$ cat src/rtl/side_stream_pkg.sv
package side_stream_pkg;
  typedef enum logic [1:0] {
    PH_SYNC = 2'd0,
    PH_DATA = 2'd1,
    PH_GAP  = 2'd2
  } stream_phase_e;
endpackage

$ cat src/rtl/side_edge_sync.sv
module side_edge_sync #(
  parameter int STAGES = 2
) (
  input  logic clk,
  input  logic rst_n,
  input  logic side_i,
  output logic rise_o
);
  logic [STAGES-1:0] sync_q;
  logic              prev_q;

  generate
    if (STAGES == 1) begin : g_single
      always_ff @(posedge clk) begin
        if (!rst_n) sync_q <= '0;
        else        sync_q <= side_i;
      end
    end else begin : g_chain
      always_ff @(posedge clk) begin
        if (!rst_n) sync_q <= '0;
        else        sync_q <= {sync_q[STAGES-2:0], side_i};
      end
    end
  endgenerate

  always_ff @(posedge clk) begin
    if (!rst_n) prev_q <= 1'b0;
    else        prev_q <= sync_q[STAGES-1];
  end

  assign rise_o = sync_q[STAGES-1] & ~prev_q;
endmodule

$ cat src/rtl/stream_sequencer.sv
module stream_sequencer
  import side_stream_pkg::*;
#(
  parameter int ADDR_W     = 7,
  parameter int SYNC_EDGES = 9,
  parameter int BITS       = 8
) (
  input  logic                            clk,
  input  logic                            rst_n,
  input  logic                            step_i,
  input  logic                            restart_i,
  output stream_phase_e                   phase_o,
  output logic [$clog2(SYNC_EDGES+1)-1:0] sync_cnt_o,
  output logic [ADDR_W-1:0]               addr_o,
  output logic                            load_o,
  output logic                            shift_o
);
  localparam int CNT_W = $clog2(SYNC_EDGES+1);
  localparam int IDX_W = (BITS > 1) ? $clog2(BITS) : 1;
  localparam logic [CNT_W-1:0] CNT_LAST = CNT_W'(SYNC_EDGES);
  localparam logic [IDX_W-1:0] IDX_LAST = IDX_W'(BITS-1);

  stream_phase_e     phase_q;
  logic [CNT_W-1:0]  cnt_q;
  logic [IDX_W-1:0]  idx_q;
  logic [ADDR_W-1:0] addr_q;
  logic              adv;

  assign adv = step_i & ~restart_i;

  always_ff @(posedge clk) begin
    if (!rst_n) begin
      phase_q <= PH_SYNC;
      cnt_q   <= '0;
      idx_q   <= '0;
      addr_q  <= '0;
    end else if (restart_i) begin
      addr_q <= '0;
      idx_q  <= '0;
      if (phase_q != PH_SYNC) phase_q <= PH_GAP;
    end else if (adv) begin
      unique case (phase_q)
        PH_SYNC: begin
          if (cnt_q == CNT_LAST) begin
            phase_q <= PH_DATA;
            idx_q   <= '0;
          end else begin
            cnt_q <= cnt_q + 1'b1;
          end
        end
        PH_DATA: begin
          if (idx_q == IDX_LAST) begin
            phase_q <= PH_GAP;
            addr_q  <= addr_q + 1'b1;
          end else begin
            idx_q <= idx_q + 1'b1;
          end
        end
        default: begin
          phase_q <= PH_DATA;
          idx_q   <= '0;
        end
      endcase
    end
  end

  assign load_o  = adv & (((phase_q == PH_SYNC) & (cnt_q == CNT_LAST)) |
                          (phase_q == PH_GAP));
  assign shift_o = adv & (phase_q == PH_DATA) & (idx_q != IDX_LAST);

  assign phase_o    = phase_q;
  assign sync_cnt_o = cnt_q;
  assign addr_o     = addr_q;
endmodule

$ cat src/rtl/byte_shifter.sv
module byte_shifter #(
  parameter int W = 8
) (
  input  logic         clk,
  input  logic         rst_n,
  input  logic         load_i,
  input  logic         shift_i,
  input  logic [W-1:0] data_i,
  output logic         msb_o
);
  logic [W-1:0] sh_q;

  always_ff @(posedge clk) begin
    if (!rst_n)       sh_q <= '1;
    else if (load_i)  sh_q <= data_i;
    else if (shift_i) sh_q <= {sh_q[W-2:0], 1'b1};
  end

  assign msb_o = sh_q[W-1];
endmodule

$ cat src/rtl/side_stream_top.sv
module side_stream_top
  import side_stream_pkg::*;
#(
  parameter int DATA_W      = 8,
  parameter int MEM_ADDR_W  = 8,
  parameter int WINDOW      = 128,
  parameter int SYNC_EDGES  = 9,
  parameter int SYNC_STAGES = 2
) (
  input  logic                  clk,
  input  logic                  rst_n,
  input  logic                  side_clk_i,
  input  logic                  enable_i,
  input  logic                  restart_i,
  output logic [MEM_ADDR_W-1:0] mem_rd_addr_o,
  input  logic [DATA_W-1:0]     mem_rd_data_i,
  output logic                  sda_drive_o
);
  localparam int WIN_AW = $clog2(WINDOW);
  localparam int CNT_W  = $clog2(SYNC_EDGES+1);

  logic              rise_w;
  logic              step_w;
  stream_phase_e     phase_w;
  logic [CNT_W-1:0]  sync_cnt_w;
  logic [WIN_AW-1:0] win_addr_w;
  logic              load_w;
  logic              shift_w;
  logic              msb_w;

  side_edge_sync #(.STAGES(SYNC_STAGES)) u_edge (
    .clk    (clk),
    .rst_n  (rst_n),
    .side_i (side_clk_i),
    .rise_o (rise_w)
  );

  assign step_w = rise_w & enable_i;

  stream_sequencer #(
    .ADDR_W     (WIN_AW),
    .SYNC_EDGES (SYNC_EDGES),
    .BITS       (DATA_W)
  ) u_seq (
    .clk        (clk),
    .rst_n      (rst_n),
    .step_i     (step_w),
    .restart_i  (restart_i),
    .phase_o    (phase_w),
    .sync_cnt_o (sync_cnt_w),
    .addr_o     (win_addr_w),
    .load_o     (load_w),
    .shift_o    (shift_w)
  );

  byte_shifter #(.W(DATA_W)) u_shift (
    .clk     (clk),
    .rst_n   (rst_n),
    .load_i  (load_w),
    .shift_i (shift_w),
    .data_i  (mem_rd_data_i),
    .msb_o   (msb_w)
  );

  generate
    if (MEM_ADDR_W > WIN_AW) begin : g_pad
      assign mem_rd_addr_o = {{(MEM_ADDR_W-WIN_AW){1'b0}}, win_addr_w};
    end else begin : g_flat
      assign mem_rd_addr_o = win_addr_w;
    end
  endgenerate

  assign sda_drive_o = enable_i & (phase_w == PH_DATA) & ~msb_w;
endmodule

$ cat config.mk
export PLATFORM = sky130hd
export DESIGN_NAME = side_stream_top
export DESIGN_NICKNAME = d
export VERILOG_FILES = /design/src/rtl/side_stream_pkg.sv /design/src/rtl/side_edge_sync.sv /design/src/rtl/stream_sequencer.sv /design/src/rtl/byte_shifter.sv /design/src/rtl/side_stream_top.sv
export SDC_FILE = /design/constraint.sdc
export NUM_CORES = 1
export LEC_CHECK = 0
export CAP_MARGIN = 40
export CORE_MARGIN = 3
export CORE_UTILIZATION = 51
export DETAILED_ROUTE_END_ITERATION = 6
export GPL_ROUTABILITY_DRIVEN = 0
export PLACE_DENSITY = 0.77
export SKIP_LAST_GASP = 1
export SLEW_MARGIN = 30
export SYNTH_ARGS = -nofsm -noshare
export SYNTH_HDL_FRONTEND = slang
export SYNTH_SLANG_ARGS = --single-unit
$ cat constraint.sdc
create_clock -name clk -period 1.8 [get_ports clk]
set_input_delay 0.36 -clock clk [delete_from_list [all_inputs] [get_ports clk]]
set_output_delay 0.36 -clock clk [all_outputs]
set_load 0.005 [all_outputs]
==> metrics.txt, run 1 <==
layout cells sized above 1=roughly 17%; dpl cell area=roughly 1600 µm²; number of global-route vias before repair=~1000; Port Buffer Count=20; die span in y=56.5 µm; Synth Area in Compound Gates=between 10% and 20%; top post-synthesis cells by count=dfxtp_1, nand2_1, mux2i_1; setup violators final=0; Mapped Area=1300 µm²; mux contribution to synthesized area=7.70%; setup_tns=0 ps; Async SR Flop Fraction=0%; Crit. Startpoint=u_seq.idx_q[0]; RR Endpoint=u_shift.sh_q[6]; post-route cell area=1630 µm²; Overflow after GRT=0; Initial Util=56.1%; final hold slack=451 ps; RR Startpoint=u_seq.idx_q[0]; synth top area cells=dfxtp_1, mux2i_1, ha_1; initial antenna violation count=0; P_leak=0.692 nW; R2R cell count=5; hold wc startpoint=u_edge.sync_q[0]; Core Area=around 2300 µm²; largest net degree at the start of global routing=15; Antenna Nets Post-Route=0; Peak VDD IR=a little under 0.0006 V; Avg WL per Cell=around 14 µm; Most used DFF post-synth=dfxtp_1; Die X=56.5 µm; status=finished, final reports clean; final slew viol count=0; worst setup path class=register to register; Max Buffers Root-to-Sink=2; CP Capture Type=register; most frequent cell after synthesis=dfxtp_1; number of iterations in the first detailed-routing pass=4; area delta synth->final=25.0%; CTS tree=built; Post-CTS Hold Buffers=0; die area=3190 µm²; Post-Syn Nets=145; yosys warns=0; PwrDens=569 nW/µm²; TritonCTS Buffers=3; Hold Crit Class=register to register; I/O pin count=22; worst-path fanout max=6; post-synth top area cell=dfxtp_1; crit path DAT=roughly 1900 ps; Post-CTS Setup Bufs=0; Synth Register Bits=27; XOR/XNOR share of the synthesized area=2.69%; Period minus WS final=1690 ps; Tcrit/Tclk final=a little over nine tenths; vias after detailed routing=about 1000; cts repair resizes=4; post-synthesis simple-gate area fraction=25.9%; clock-pin slew on the worst setup and hold paths=140 ps; startpoint types=register; clk sinks=27; largest family of logic cells by synthesized area=simple AND/OR/NAND/NOR gates; Final Hold Viols=0; total track usage=16.5%; Post-synth EDFFs=0; CP Capture Point=u_shift.sh_q[6]; Synth Area in Adders=a little under 5%; worst reg2reg setup slack=110 ps; WL final=around 2500 µm; Seq/Total Area, Yosys=41.6%; Max-cap violations=0; Rows=17; Detail Placement HPWL=2000 µm; CP Data Required Time=2010 ps; RSZ-0062 raised after global routing=yes; mean post-synth cell area=10.2 µm²; Syn Inst Count=127; Layout Nets=between 150 and 200; f_max=591 MHz; latest clock arrival within the worst-skew pair=~320 ps; # DRC=0; Root Buffer=clkbuf_4; top-area cell type share of the netlist area=41.6%; Via-to-Cell Ratio=5.51; Antenna Diode Count=0; global-route wire length before repair=4320 µm; H-tree depth=1; DRT iter0 DRCs=17; Worst Skew=around 5.3 ps; Netlist cell types=44
## through the flow
stage / instances / setup WS (ps) / power (W) / utilization, %
5_1_grt: 184 / -5.11 / 0.000955 / 70.1
2_1_floorplan: 127 / 167 / 0.000644 / -
4_1_cts: 184 / 112 / 0.000933 / 69.9
6_report: 184 / 107 / 0.000924 / 70.1
3_5_place_dp: 180 / -224 / 0.000682 / 68.2
3_3_place_gp: 180 / -180 / 0.000681 / 68.2
## worst min path at each step
stage	slack (ps)	end	depth (start not counted)
2_1_floorplan	410	u_edge.sync_q[1]	1
3_3_place_gp	420	u_edge.sync_q[1]	1
3_5_place_dp	420	u_edge.sync_q[1]	1
4_1_cts	460	u_edge.sync_q[1]	1
5_1_grt	490	u_edge.sync_q[1]	1
6_report	450	u_edge.sync_q[1]	1
## worst max-delay path, stage by stage, from the launching register on
cell       delay [ps]
dfxtp_1           350
ha_1              200
ha_1              210
or3_1             530
mux2i_1           210
a2bb2oi_1          90
## registers in the layout (all words and copies together), names as in the netlist
| register | flops |
|---|---|
| u_edge.sync_q | 2 |
| u_seq.idx_q | 3 |
| u_seq.sync_cnt_o | 4 |
| u_edge.prev_q | 1 |
| u_seq.addr_o | 7 |
| u_seq.phase_o | 2 |
| u_shift.sh_q | 8 |
## placed cells by master (no fill, tap or decap), types with 4 or more instances in the layout
master | synthesis | routed
a21oi_1 | 4 | 4
buf_4 | 1 | 10
clkdlybuf4s50_1 | 0 | 19
and2_1 | 4 | 4
mux2i_1 | 10 | 10
ha_1 | 5 | 5
a2bb2oi_1 | 7 | 7
dfxtp_1 | 27 | 27
nand2_1 | 11 | 11
nor2_1 | 5 | 5
o21ai_0 | 5 | 5
## cell type report
type                            count  area (µm²)
Clock buffer                        4        26.3
Fill cell                         186         693
Inverter                            3        11.3
Multi-Input combinational cell     92         738
Sequential cell                    27         541
Tap cell                           28        35.0
Timing Repair Buffer               30         274
## routing by layer
metal / wire length [µm] / part of all wire, % / GRT usage (%) / vias to the layer above
met5: 0 / 0 / 0 / -
met4: 14 / 0.56 / 3.05 / 0
met3: 84 / 3.4 / 4.14 / 2
met2: 1220 / 49 / 29.7 / 14
met1: 1170 / 47 / 19.7 / 480
li1: - / - / - / 517
## report_power, final
group	switching (W)	internal [W]
combinational	0.0000232	0.0000422
sequential	0.00000283	0.000601
clock	0.000168	0.0000867
## kinds of logic (layout without fill, tap and decap cells)
family / count (synthesis) / count (layout)
simple gates: 47 / 47
compound gates: 25 / 25
fa+ha+maj: 5 / 5
xor+xnor: 4 / 4
flops: 27 / 27
other cells: 1 / 1
buf+inv: 8 / 37
mux: 10 / 10
No activity file was read; power rests on OpenSTA's default activity.
==> run 2: changes to the inputs <==
CORE_UTILIZATION = 39   (was 51)
PLACE_DENSITY = unset   (was 0.77)
==> metrics.txt, run 2 (synthesis results as in run 1) <==
status=finished, final reports clean; Worst Skew=2.37 ps; Core Area=3130 µm²; final worst slack=151 ps; # DRC=0; worst setup path class=register to primary output; Root Buffer=clkbuf_4; Initial Util=41.6%; Final Hold Viols=0; area delta synth->final=26.2%; Peak VDD IR=between 0.0003 and 0.0004 V; largest net degree at the start of global routing=16; clk sinks=27; Worst path slowest cell=dfxtp_1; overall power=a little over 0.0009 W; startpoint types=register; fin cells=201; met2 Use GR=21.3%; dpl cell area=about 1600 µm²; crit path DAT=1290 ps; CP Cell Sequence=nand2b_1 -> nor3b_1 -> dlygate4sd2_1; vias after detailed routing=995; global route hottest layer=met2; Die X=roughly 64 µm; setup_tns=0 ps; Port Buffer Count=20; Post-Place Cells=197; PwrDens=566 nW/µm²; die area=4060 µm²; Crit path largest cell delay=330 ps; initial antenna violation count=0; latest clock arrival within the worst-skew pair=320 ps; Rows=20; DRT iter0 DRCs=11; Overflow after GRT=0; Max-cap violations=0; Place WS=-178 ps; Max Buffers Root-to-Sink=2; CP Data Required Time=1440 ps; Layout Nets=around 180; # fillers=roughly 310; Antenna Nets Post-Route=0; TritonCTS Buffers=3; Hold Crit Class=register to register; Post-CTS Setup Bufs=0; Antenna Diode Count=0; worst-path fanout max=3; clock-pin slew on the worst setup and hold paths=140 ps; global-route wire length before repair=4330 µm; largest reg by FF count=u_shift.sh_q; die span in y=63.7 µm; Period minus WS final=1650 ps; I/O pin count=22; leading cell type in the layout, fill and taps excluded=dfxtp_1; met1 usage=17.6%; P_leak=0.699 nW; WL final=between 2000 and 2500 µm; CTS tree=built; RSZ-0062 raised after global routing=no; total track usage=13.3%; Tcrit/Tclk final=91.6%; cts repair resizes=2; f_max=~600 MHz; layout cells sized above 1=16.6%; final slew viol count=0; Avg WL per Cell=12.3 µm; H-tree depth=1; Post-CTS Hold Buffers=0; GR Util met3=2.28%; number of global-route vias before repair=979; most frequent cells in the layout=dfxtp_1, clkdlybuf4s50_1, nand2_1, buf_4, mux2i_1; post-route cell area=1640 µm²; Largest register FFs=8; Detail Placement HPWL=roughly 1900 µm; Via-to-Cell Ratio=4.95; setup violators final=0; number of iterations in the first detailed-routing pass=4; CP Capture Type=primary output
==> run 2: metal layers <==
| metal | share of wire (%) | routed length (µm) | vias to the layer above |
|---|---|---|---|
| met3 | 2.6 | 63 | 4 |
| met5 | 0 | 0 | - |
| met1 | 50 | 1240 | 466 |
| met4 | 1.3 | 31 | 0 |
| met2 | 46 | 1130 | 11 |
| li1 | - | - | 514 |
==> run 2: area by class of cell <==
cell class | count | area [µm²] | area share (%)
repair buffers | 31 | 280 | 17.1
multi-input cells | 92 | 726 | 44.2
inverters | 3 | 11.3 | 0.687
clock buffers | 3 | 22.5 | 1.37
flip-flops and latches | 27 | 541 | 33.0
well taps | 44 | 55.1 | 3.36
clock inverters | 1 | 5.00 | 0.305
==> run 2: worst max-delay path, delay by kind of cell, from the launching register on <==
kind / cells / cell delay, ps
DFF: 1 / 330
and+or+nand+nor: 2 / 380
buffers and inverters: 1 / 250
==> run 2: report_power, final <==
part / total [W] / leakage (nW) / internal [W] / switching [W]
sequential: 0.000605 / 0.218 / 0.000601 / 0.00000313
combinational: 0.0000653 / 0.463 / 0.0000421 / 0.0000232
clock: 0.000259 / 0.0177 / 0.0000833 / 0.000176
==> run 2: path summary, 6_finish.rpt <==
path                      endpoint  slack [ps]                start  cells after the start
setup / recovery       sda_drive_o         150     u_seq.phase_o[1]                      3
hold reg to reg   u_edge.sync_q[1]         450     u_edge.sync_q[0]                      1
setup reg to reg   u_shift.sh_q[5]         170  u_seq.sync_cnt_o[1]                      6
hold / removal    u_edge.sync_q[1]         450     u_edge.sync_q[0]                      1
==> run 2: metrics by stage <==
step                util (%)  hold WS, ps
floorplan                  -          412
global placement        51.4          421
detailed placement      51.4          420
CTS                     52.2          454
global route            52.4          484
finish                  52.4          449
==> run 3: changes to the inputs <==
DONT_BUFFER_PORTS = 1   (was unset)
==> metrics.txt, run 3 (synthesis results as in run 1) <==
status=finished, final reports clean; Via-to-Cell Ratio=5.24; Post-CTS Setup Bufs=0; clk sinks=27; P_leak=between 0.5 and 0.6 nW; Clk network pwr share=29.2%; Port Buffer Count=0; die area=between 4000 and 5000 µm²; Final Hold Viols=0; startpoint types=register; Rows=20; Layout Nets=149; Detail Placement HPWL=1740 µm; Internal=about 0.00070 W; initial antenna violation count=0; RSZ-0062 raised after global routing=no; latest clock arrival within the worst-skew pair=330 ps; Max Buffers Root-to-Sink=2; total track usage=between 10% and 20%; Hold Crit Class=input pin to register; vias after detailed routing=911; Tcrit/Tclk final=94.1%; DRT iter0 DRCs=27; CP Data Required Time=2020 ps; # fillers=310; area delta synth->final=6.35%; TritonCTS Buffers=3; CP Capture Type=register; worst-path fanout max=6; Sequential Power Share=67.7%; CTS tree=built; crit path DAT=between 1500 and 2000 ps; I/O pin count=22; Root Buffer=clkbuf_4; Max-cap violations=0; clock-pin slew on the worst setup and hold paths=150 ps; Initial Util=41.6%; Post-CTS Hold Buffers=0; most frequent cells in the layout=dfxtp_1, nand2_1, mux2i_1; largest reg by FF count=u_shift.sh_q; WL final=around 2300 µm; Antenna Nets Post-Route=0; leading cell type in the layout, fill and taps excluded=dfxtp_1; Register Area=about 540 µm²; f_max=591 MHz; Overflow after GRT=0; switching part of the total=21.5%; Core Area=3130 µm²; PwrDens=646 nW/µm²; Die X=between 60 and 70 µm; global-route wire length before repair=between 4000 and 5000 µm; number of iterations in the first detailed-routing pass=4; die span in y=approximately 64 µm; setup violators final=0; Largest register FFs=8; Peak VDD IR=around 0.00046 V; H-tree depth=1; Antenna Diode Count=0; P_sw=about 0.00019 W; # DRC=0; final slew viol count=0; dpl cell area=1360 µm²; Worst Skew=around 16 ps; largest net degree at the start of global routing=16; cts repair resizes=0; setup_tns=0 ps; Period minus WS final=1690 ps; number of global-route vias before repair=908; worst setup path class=register to register; post-route cell area=roughly 1400 µm²; Comb pwr share=3.1%; layout cells sized above 1=a little over an eighth; footprint of the multi-input gates=718 µm²; Avg WL per Cell=13.2 µm; overall power=0.000893 W
[run 3: cell types whose count changed in the layout (fill, tap and decap cells not counted)]
cell,previous run,this run
nor2b_2,1,0
nor2b_1,2,3
or3_1,1,2
buf_4,11,4
dlygate4sd2_1,2,0
or3_4,1,0
clkdlybuf4s50_1,18,0
[run 3: power by group through the flow]
stage	Sequential [W]	Clock, W	Combinational [W]
after floorplan	0.000616	0	0.0000277
after global placement	0.000617	0	0.0000275
after detailed placement	0.000617	0	0.0000280
after CTS	0.000605	0.000277	0.0000280
after global routing	0.000605	0.000300	0.0000311
final	0.000604	0.000261	0.0000278
[run 3: final timing paths]
kind	depth (start not counted)	startpoint	to	slack, ps
setup / recovery	5	u_seq.idx_q[0]	u_shift.sh_q[2]	110
hold / removal	1	rst_n	u_shift.sh_q[0]	110
setup reg to reg	5	u_seq.idx_q[0]	u_shift.sh_q[2]	110
hold reg to reg	1	u_edge.sync_q[0]	u_edge.sync_q[1]	460
[run 3: critical path, cell delays in order (launching register included)]
cell and delay, ps:
dfxtp_1 370, ha_1 200, ha_1 210, or3_1 530, mux2i_1 200, a2bb2oi_1 80
[run 3: area by class of cell]
class | count | share of cell area [%]
clock buffer | 3 | 1.63
multi-input combinational | 92 | 51.9
tap | 44 | 3.98
inverter | 3 | 0.814
clock inverter | 1 | 0.362
sequential | 27 | 39.1
timing repair buffer | 4 | 2.17
[run 3: layer usage]
layer | part of all wire [%] | up-vias | global-route usage (%)
li1 | - | 462 | -
met1 | 49 | 426 | 15.4
met2 | 45 | 18 | 19.9
met3 | 4.8 | 5 | 4.57
met4 | 1.0 | 0 | 3.23
met5 | 0 | - | 0
[run 3: per-stage QoR]
stage          hold WS (ps)  cells  worst slack (ps)  utilization, %
6_report                112    174               107            44.2
3_3_place_gp            424    170               200            43.3
3_5_place_dp            425    170               152            43.3
4_1_cts                93.9    174               130            44.2
2_1_floorplan           412    127               167               -
5_1_grt                 100    174              17.5            44.2
